==> src/rtl/intc_pkg.sv <==
package intc_pkg;
   localparam int unsigned LINES_PER_BANK = 32;
   localparam int unsigned PRIO_W         = 5;

   localparam logic [7:0] OFS_PEND     = 8'h00;
   localparam logic [7:0] OFS_MASK     = 8'h04;
   localparam logic [7:0] OFS_IRQ_CODE = 8'h10;
   localparam logic [7:0] OFS_FIQ_CODE = 8'h14;
   localparam logic [7:0] OFS_CTRL     = 8'h18;
   localparam logic [7:0] OFS_CFG_LO   = 8'h1C;
   localparam logic [7:0] OFS_CFG_HI   = 8'h98;
   localparam logic [7:0] OFS_SWTRIG   = 8'h9C;

   typedef enum logic {
      SINK_IRQ = 1'b0,
      SINK_FIQ = 1'b1
   } sink_e;
endpackage

==> src/rtl/intc_bank.sv <==
module intc_bank
   import intc_pkg::*;
#(
   parameter int unsigned LINES = LINES_PER_BANK,
   parameter int unsigned PW    = PRIO_W
) (
   input  logic                      clk,
   input  logic                      rst_n,
   input  logic [LINES-1:0]          line_in,
   input  logic                      acc_sel,
   input  logic [7:0]                acc_ofs,
   input  logic                      acc_we,
   input  logic [31:0]               acc_wdata,
   input  logic [LINES-1:0]          code_clr,
   output logic [LINES-1:0]          pend_o,
   output logic [LINES-1:0]          mask_o,
   output logic [LINES-1:0]          route_o,
   output logic [LINES-1:0][PW-1:0]  prio_o,
   output logic [31:0]               rdata_o
);
   localparam int unsigned IDX_W = $clog2(LINES);

   logic [LINES-1:0]         in_q, pend_q, mask_q, lvl_q, route_q;
   logic [LINES-1:0][PW-1:0] prio_q;
   logic [LINES-1:0]         edge_set, lvl_set, lvl_drop, sw_set, keep, pend_d;
   logic                     wr, cfg_hit;
   logic [IDX_W-1:0]         cfg_idx;

   assign wr      = acc_sel & acc_we;
   assign cfg_hit = (acc_ofs >= OFS_CFG_LO) && (acc_ofs <= OFS_CFG_HI) && (acc_ofs[1:0] == 2'b00);
   assign cfg_idx = IDX_W'((acc_ofs - OFS_CFG_LO) >> 2);

   always_comb begin
      edge_set = line_in & ~in_q & ~lvl_q;
      lvl_set  = line_in & lvl_q;
      lvl_drop = ~line_in & in_q & lvl_q;
      sw_set   = '0;
      if (wr && acc_ofs == OFS_SWTRIG)
         sw_set = LINES'(acc_wdata & (~acc_wdata + 32'd1));
      keep = '1;
      if (wr && acc_ofs == OFS_PEND)
         keep = LINES'(acc_wdata) | (line_in & lvl_q);
      pend_d = (pend_q & keep & ~lvl_drop & ~(code_clr & ~lvl_q))
               | edge_set | lvl_set | sw_set;
   end

   always_ff @(posedge clk or negedge rst_n) begin
      if (!rst_n) begin
         in_q    <= '0;
         pend_q  <= '0;
         mask_q  <= '1;
         lvl_q   <= '0;
         route_q <= '0;
         prio_q  <= '0;
      end else begin
         in_q   <= line_in;
         pend_q <= pend_d;
         if (wr && acc_ofs == OFS_MASK)
            mask_q <= LINES'(acc_wdata);
         if (wr && cfg_hit) begin
            prio_q[cfg_idx]  <= acc_wdata[PW+1:2];
            lvl_q[cfg_idx]   <= acc_wdata[1];
            route_q[cfg_idx] <= acc_wdata[0];
         end
      end
   end

   always_comb begin
      rdata_o = '0;
      if (acc_sel) begin
         if (acc_ofs == OFS_PEND)
            rdata_o = 32'(pend_q);
         else if (acc_ofs == OFS_MASK)
            rdata_o = 32'(mask_q);
         else if (cfg_hit)
            rdata_o = 32'({prio_q[cfg_idx], lvl_q[cfg_idx], route_q[cfg_idx]});
      end
   end

   assign pend_o  = pend_q;
   assign mask_o  = mask_q;
   assign route_o = route_q;
   assign prio_o  = prio_q;

   // a newly captured bit must come from a high input or a software trigger
   p_set_has_source_r3: assert property (@(posedge clk) disable iff (!rst_n)
      (pend_q & ~$past(pend_q) & ~$past(line_in) & ~$past(sw_set)) == '0);

   // a level line whose input just fell is no longer captured
   p_level_drop_r4: assert property (@(posedge clk) disable iff (!rst_n)
      (pend_q & $past(lvl_drop) & ~$past(sw_set)) == '0);
endmodule

==> src/rtl/intc_arbiter.sv <==
module intc_arbiter #(
   parameter int unsigned N  = 64,
   parameter int unsigned PW = 5
) (
   input  logic                   clk,
   input  logic                   rst_n,
   input  logic [N-1:0]           req_i,
   input  logic [N-1:0][PW-1:0]   prio_i,
   output logic                   win_valid_o,
   output logic [$clog2(N)-1:0]   win_idx_o
);
   localparam int unsigned LEVELS = $clog2(N);
   localparam int unsigned LEAVES = 1 << LEVELS;
   localparam int unsigned NODES  = 2 * LEAVES - 1;

   if (N < 2) begin : g_bad_n
      $error("intc_arbiter needs at least two requesters");
   end

   logic [LEAVES-1:0]         req_pad;
   logic [LEAVES-1:0][PW-1:0] prio_pad;

   if (LEAVES > N) begin : g_pad
      assign req_pad  = {{(LEAVES-N){1'b0}}, req_i};
      assign prio_pad = {{((LEAVES-N)*PW){1'b0}}, prio_i};
   end else begin : g_nopad
      assign req_pad  = req_i;
      assign prio_pad = prio_i;
   end

   logic [NODES-1:0]             nv;
   logic [NODES-1:0][PW-1:0]     np;
   logic [NODES-1:0][LEVELS-1:0] ni;

   // heap-ordered tree: right subtree holds higher line numbers and wins ties
   always_comb begin
      nv = '0;
      np = '0;
      ni = '0;
      for (int j = 0; j < LEAVES; j++) begin
         nv[LEAVES-1+j] = req_pad[j];
         np[LEAVES-1+j] = prio_pad[j];
         ni[LEAVES-1+j] = LEVELS'(j);
      end
      for (int k = LEAVES - 2; k >= 0; k--) begin
         if (nv[2*k+2] && (!nv[2*k+1] || np[2*k+2] <= np[2*k+1])) begin
            nv[k] = 1'b1;
            np[k] = np[2*k+2];
            ni[k] = ni[2*k+2];
         end else begin
            nv[k] = nv[2*k+1];
            np[k] = np[2*k+1];
            ni[k] = ni[2*k+1];
         end
      end
   end

   assign win_valid_o = nv[0];
   assign win_idx_o   = ni[0];

   // the tree reports a winner exactly when some line requests
   p_valid_matches_req_r8: assert property (@(posedge clk) disable iff (!rst_n)
      win_valid_o == (|req_i));

   // the reported winner is itself a requesting line
   p_winner_requests_r8: assert property (@(posedge clk) disable iff (!rst_n)
      win_valid_o |-> req_i[win_idx_o]);
endmodule

==> src/rtl/intc_agree.sv <==
module intc_agree #(
   parameter int unsigned IDX_W = 6
) (
   input  logic             clk,
   input  logic             rst_n,
   input  logic             any_i,
   input  logic [IDX_W-1:0] idx_i,
   input  logic             ack_i,
   output logic             out_o,
   output logic [IDX_W-1:0] code_o
);
   logic armed_q;

   always_ff @(posedge clk or negedge rst_n) begin
      if (!rst_n) begin
         armed_q <= 1'b1;
         out_o   <= 1'b0;
         code_o  <= '0;
      end else if (ack_i) begin
         armed_q <= 1'b1;
         out_o   <= 1'b0;
      end else if (armed_q && any_i) begin
         armed_q <= 1'b0;
         out_o   <= 1'b1;
         code_o  <= idx_i;
      end
   end

   // armed flag and asserted output are never both set or both clear
   p_armed_xor_out_r10: assert property (@(posedge clk) disable iff (!rst_n)
      armed_q != out_o);

   // output drops only after an acknowledge
   p_fall_needs_ack_r10: assert property (@(posedge clk) disable iff (!rst_n)
      $fell(out_o) |-> $past(ack_i));

   // output rises only when a candidate existed
   p_rise_needs_req_r10: assert property (@(posedge clk) disable iff (!rst_n)
      $rose(out_o) |-> $past(any_i));

   // the frozen code holds while the output stays high
   p_code_frozen_r10: assert property (@(posedge clk) disable iff (!rst_n)
      (out_o && $past(out_o)) |-> $stable(code_o));
endmodule

==> src/rtl/prio_intc.sv <==
module prio_intc
   import intc_pkg::*;
#(
   parameter int unsigned NBANK  = 2,
   localparam int unsigned BANK_W = (NBANK > 1) ? $clog2(NBANK) : 1,
   localparam int unsigned ADDR_W = 8 + BANK_W,
   localparam int unsigned NLINES = NBANK * LINES_PER_BANK
) (
   input  logic              clk,
   input  logic              rst_n,
   input  logic [NLINES-1:0] irq_lines,
   input  logic [ADDR_W-1:0] bus_addr,
   input  logic              bus_we,
   input  logic              bus_re,
   input  logic [31:0]       bus_wdata,
   output logic [31:0]       bus_rdata,
   output logic              irq_o,
   output logic              fiq_o
);
   localparam int unsigned CODE_W = $clog2(NLINES);

   if (NBANK < 1 || NBANK > 4) begin : g_bad_nbank
      $error("prio_intc: NBANK must be 1 to 4");
   end

   logic [BANK_W-1:0] bank_idx;
   logic [7:0]        ofs;
   logic              bank0;

   assign bank_idx = bus_addr[ADDR_W-1:8];
   assign ofs      = bus_addr[7:0];
   assign bank0    = (bank_idx == '0);

   logic [NLINES-1:0]              pend_all, mask_all, route_all, clr_all;
   logic [NLINES-1:0][PRIO_W-1:0]  prio_all;
   logic [NBANK-1:0][31:0]         bank_rd;
   logic [1:0]                     sink_out, ack;
   logic [1:0][CODE_W-1:0]         sink_code;
   logic                           code_rd_irq, code_rd_fiq;

   assign code_rd_irq = bus_re && bank0 && ofs == OFS_IRQ_CODE;
   assign code_rd_fiq = bus_re && bank0 && ofs == OFS_FIQ_CODE;
   assign ack         = (bus_we && bank0 && ofs == OFS_CTRL) ? bus_wdata[1:0] : 2'b00;

   always_comb begin
      clr_all = '0;
      if (code_rd_irq) clr_all[sink_code[SINK_IRQ]] = 1'b1;
      if (code_rd_fiq) clr_all[sink_code[SINK_FIQ]] = 1'b1;
   end

   for (genvar b = 0; b < NBANK; b++) begin : g_bank
      logic sel;
      assign sel = (bank_idx == BANK_W'(b));
      intc_bank #(.LINES(LINES_PER_BANK), .PW(PRIO_W)) u_bank (
         .clk       (clk),
         .rst_n     (rst_n),
         .line_in   (irq_lines[b*LINES_PER_BANK +: LINES_PER_BANK]),
         .acc_sel   (sel),
         .acc_ofs   (ofs),
         .acc_we    (bus_we),
         .acc_wdata (bus_wdata),
         .code_clr  (clr_all[b*LINES_PER_BANK +: LINES_PER_BANK]),
         .pend_o    (pend_all[b*LINES_PER_BANK +: LINES_PER_BANK]),
         .mask_o    (mask_all[b*LINES_PER_BANK +: LINES_PER_BANK]),
         .route_o   (route_all[b*LINES_PER_BANK +: LINES_PER_BANK]),
         .prio_o    (prio_all[b*LINES_PER_BANK +: LINES_PER_BANK]),
         .rdata_o   (bank_rd[b])
      );
   end

   for (genvar s = 0; s < 2; s++) begin : g_sink
      logic [NLINES-1:0] req;
      logic              win_v;
      logic [CODE_W-1:0] win_i;
      if (s == int'(SINK_FIQ)) begin : g_fast
         assign req = pend_all & ~mask_all & route_all;
      end else begin : g_norm
         assign req = pend_all & ~mask_all & ~route_all;
      end
      intc_arbiter #(.N(NLINES), .PW(PRIO_W)) u_arb (
         .clk         (clk),
         .rst_n       (rst_n),
         .req_i       (req),
         .prio_i      (prio_all),
         .win_valid_o (win_v),
         .win_idx_o   (win_i)
      );
      intc_agree #(.IDX_W(CODE_W)) u_agree (
         .clk    (clk),
         .rst_n  (rst_n),
         .any_i  (win_v),
         .idx_i  (win_i),
         .ack_i  (ack[s]),
         .out_o  (sink_out[s]),
         .code_o (sink_code[s])
      );
   end

   always_comb begin
      bus_rdata = '0;
      for (int b = 0; b < NBANK; b++)
         bus_rdata = bus_rdata | bank_rd[b];
      if (bank0 && ofs == OFS_IRQ_CODE) bus_rdata = 32'(sink_code[SINK_IRQ]);
      if (bank0 && ofs == OFS_FIQ_CODE) bus_rdata = 32'(sink_code[SINK_FIQ]);
   end

   assign irq_o = sink_out[SINK_IRQ];
   assign fiq_o = sink_out[SINK_FIQ];

   // an output never rises while it has no routed, unmasked candidate
   p_route_r7: assert property (@(posedge clk) disable iff (!rst_n)
      $rose(fiq_o) |-> $past(|(pend_all & ~mask_all & route_all)));
endmodule

==> config.mk <==
export PLATFORM = sky130hd
export DESIGN_NAME = prio_intc
export DESIGN_NICKNAME = d
export VERILOG_FILES = /design/src/rtl/intc_pkg.sv /design/src/rtl/intc_bank.sv /design/src/rtl/intc_arbiter.sv /design/src/rtl/intc_agree.sv /design/src/rtl/prio_intc.sv
export SDC_FILE = /design/constraint.sdc
export NUM_CORES = 2
export LEC_CHECK = 0
export ABC_CLOCK_PERIOD_IN_PS = 19500
export BUFFER_PORTS_ARGS = -buffer_cell sky130_fd_sc_hd__buf_2
export CORE_MARGIN = 10
export CORE_UTILIZATION = 35
export DETAILED_ROUTE_END_ITERATION = 8
export GPL_TIMING_DRIVEN = 1
export SYNTH_ARGS = -nofsm -noshare
export SYNTH_HDL_FRONTEND = slang
export SYNTH_SLANG_ARGS = --single-unit
==> constraint.sdc <==
create_clock -name clk -period 19.5 [get_ports clk]
set_clock_uncertainty 0.2 [all_clocks]
set_input_delay 0 -clock clk [delete_from_list [all_inputs] [get_ports clk]]
set_output_delay 0 -clock clk [all_outputs]
set_load 0.05 [all_outputs]
==> results.cfg <==
[critical_path]
cp_max_fo = 14
start_kind = flop
r2r_slack_ns = 6.91
max_stage_delay_ns = 0.99
cp.arrival_ns = 13.01
crit_path_start = g_bank[1].u_bank.prio_o[1]$_DFFE_PN0P_
r2r-start = g_bank[1].u_bank.prio_o[1]$_DFFE_PN0P_
crit_path_end_kind = flop
crit_type = reg -> reg
cp_common_cell = ha_1
r2r_cells = 48
crit_required_ns = 19.92
r2r-end = g_sink[1].u_agree.code_o[1]$_DFFE_PN0P_
cp_slowest_cell = nor3b_1

[timing]
fmax_mhz = 79.4
fin_crit_sh_pct = 64.6
timing_max_transition_violations_final = 0
setup_viol = 0
rsz0062_at_grt = false
tns_ns = 0
fin_crit_ns = 12.59
holdWs_ns = 0.0279
final-hold-violation-count = 0
worstMarginPinSlew_ns = 1.44
slew_headroom_pct = 3.55

[min_path]
holdCritPathClass = in -> reg
worstHoldStart = irq_lines[16]
holdPathStages = 4
whs_endpoint = g_bank[0].u_bank.pend_o[16]$_DFF_PN0_

[synth]
syn_inst = 5659
synth-warning-count = 0
synth_edf_count = 0
synthesis.nets = 6243
synthArstFlopShare_pct = 100
yosysSeqAreaShare_pct = 31.0
synth-main-ff-cell = dfrtp_1
ys_types = 81
syn_area_mm2 = 0.0532
syn_avg_cell_area_um2 = 9.39
synth_seq_cells = 656

[cells_and_area]
layout_commonest_cell = dfrtp_1
drive_gt1_share_pct = 16.9
layout.nets = 6510
areaGrowthSynthToFinish_pct = 15.0
layout_common_cells = 590 x dfrtp_1, 492 x mux2i_1, 492 x nand2_1
fin_util_pct = 40.7

[detailed_routing]
viasPerCell = 6.07
drc = 0
ant_nets = 0
drt_wl_total_um = 219000
routedWlPerCell_um = 27.3
drtIter0Drc = 6075
num_vias = 48600
drt_pass1_iterations = 6

[global_routing]
grt_use_total_pct = 25.0
grt_first_pass_wirelength_um = 318000
grt_max_degree = 83
overflow = 0
antenna_found_initial = 21
grt_pass1_vias = 46300

[status]
status = finished, final reports clean

[cts]
cts_root_buffer = clkbuf_16
clock_path_buffers = 3
cts_sinks = 656
cts_tree = built
h-tree-depth = 3
cts_buffers = 83
clk_pin_slew_ns = 0.06
post-cts-setup-buffers = 0
clk-insertion-delay-late_ns = 0.71

[floorplan]
ios = 143
fp.dieW_um = 410
start_util_pct = 35.4
die_y_um = 410
dieArea_mm2 = 0.168
core_area_mm2 = 0.150
num_rows = 142

[place]
dp_hpwl_um = 166000
place_congestion = 1.02
port_buffers = 142

[pwr]
powerDensity_mw_per_mm2 = 129
power_leakage_uw = 0.0289
power_uw = 7860
vdd_drop_max_uv = 430

[run]
drv_cap = 0
flip-flops by register name (all words and copies together), names as in the netlist:
signal and cells:
g_bank.u_bank.lvl_q 64, g_sink.u_agree.code_o 12, g_bank.u_bank.pend_o 64, g_bank.u_bank.mask_o 64, g_bank.u_bank.route_o 64, g_bank.u_bank.prio_o 320
g_bank.u_bank.in_q 64, g_sink.u_agree.out_o 2, g_sink.u_agree.armed_q 2
through the flow:
stage                     setup slack (ns)  std cells  instance area (um2)
final                                 6.91       8013                61100
after global routing                  6.09       8012                61100
after CTS                             7.01       8011                61100
after detailed placement              7.05       7644                56100
after global placement                7.27       7643                56100
after floorplan                       8.89       5659                53200
logic make-up (layout without fill, tap and decap cells):
kind of cell | Yosys count | in the layout | share of synthesized area (%)
buffers and inverters | 711 | 1047 | 5.11
adders and majority gates | 475 | 475 | 11.2
xor gates and xnor gates | 6 | 6 | 0.0989
AOI/OAI and AO/OA | 1322 | 1322 | 15.7
and+or+nand+nor | 1470 | 1470 | 14.0
other | 0 | 2 | 0
DFF | 656 | 656 | 31.0
muxes | 1019 | 1019 | 22.8
cells in the mapped netlist, drive strengths merged (11+ instances only):
library cell	instances	share of area, %
mux2	414	8.8
o311ai	21	0.35
a31oi	71	0.84
a211oi	44	0.62
and2	16	0.19
o221ai	20	0.33
or3b	13	0.21
and3b	32	0.53
nor4	28	0.42
a211o	12	0.20
mux4	113	4.8
o21bai	17	0.24
a21o	71	1.0
o21ai	405	3.8
a21boi	18	0.25
o21a	53	0.75
a21oi	262	2.5
buf	39	0.36
nor3	36	0.34
dfrtp	590	28
nor3b	68	0.96
nand2	492	3.5
dfstp	66	3.3
nand2b	69	0.81
ha	475	11
o211ai	77	1.1
inv	474	3.3
a31o	11	0.18
a221oi	22	0.36
and4	21	0.35
or2	19	0.22
nor2b	79	0.93
o22ai	75	0.88
nand3b	70	0.99
and3	37	0.44
a32oi	20	0.33
nand4	32	0.38
nor2	311	2.2
mux2i	492	9.3
a22oi	29	0.41
a2bb2oi	19	0.31
clkbuf	198	1.4
nand3	125	1.2
layout make-up:
class,instances,area [um2]
fillers,14900,89200
multi-input cells,4292,34100
flip-flops and latches,656,16500
repair buffers,419,3380
well taps,2016,2520
clock buffers,114,2340
inverters,474,1780
clock inverters,40,553
diodes,2,5.00
timing repair:
action                                 in CTS  in global routing
setup endpoints to repair                   0                  0
endpoints found under the hold margin     491                  0
hold buffers                              213                  0
gates resized for setup                     0                  0
worst max-delay path: cells and delay by family, from the launching register on:
family | cells | cell delay (ns)
AOI/OAI and AO/OA | 25 | 5.86
buffers and inverters | 2 | 0.15
muxes | 3 | 1.22
and+or+nand+nor | 12 | 2.88
DFF | 1 | 0.38
adders and majority gates | 6 | 1.82
worst max-delay path by stage:
stage                                                    to  slack, ns  cells past startpoint
floorplan           g_sink[1].u_agree.code_o[1]$_DFFE_PN0P_       8.89                     45
global placement    g_sink[1].u_agree.code_o[1]$_DFFE_PN0P_       7.27                     48
detailed placement  g_sink[1].u_agree.code_o[1]$_DFFE_PN0P_       7.05                     48
CTS                 g_sink[1].u_agree.code_o[1]$_DFFE_PN0P_       7.01                     48
global route        g_sink[1].u_agree.code_o[1]$_DFFE_PN0P_       6.09                     49
finish              g_sink[1].u_agree.code_o[1]$_DFFE_PN0P_       6.91                     48
power by group:
group | internal, uW | switching (uW)
registers | 1440 | 117
clock network | 989 | 685
logic | 1710 | 2920
total | 4140 | 3720
metal layers:
metal	GRT usage [%]	up-vias	part of all wire (%)
li1	-	21300	-
met1	35.0	24300	43
met2	36.1	2588	41
met3	7.66	429	12
met4	8.92	24	4.0
met5	0.258	-	0.086
Power figures use the tool's default switching activity.
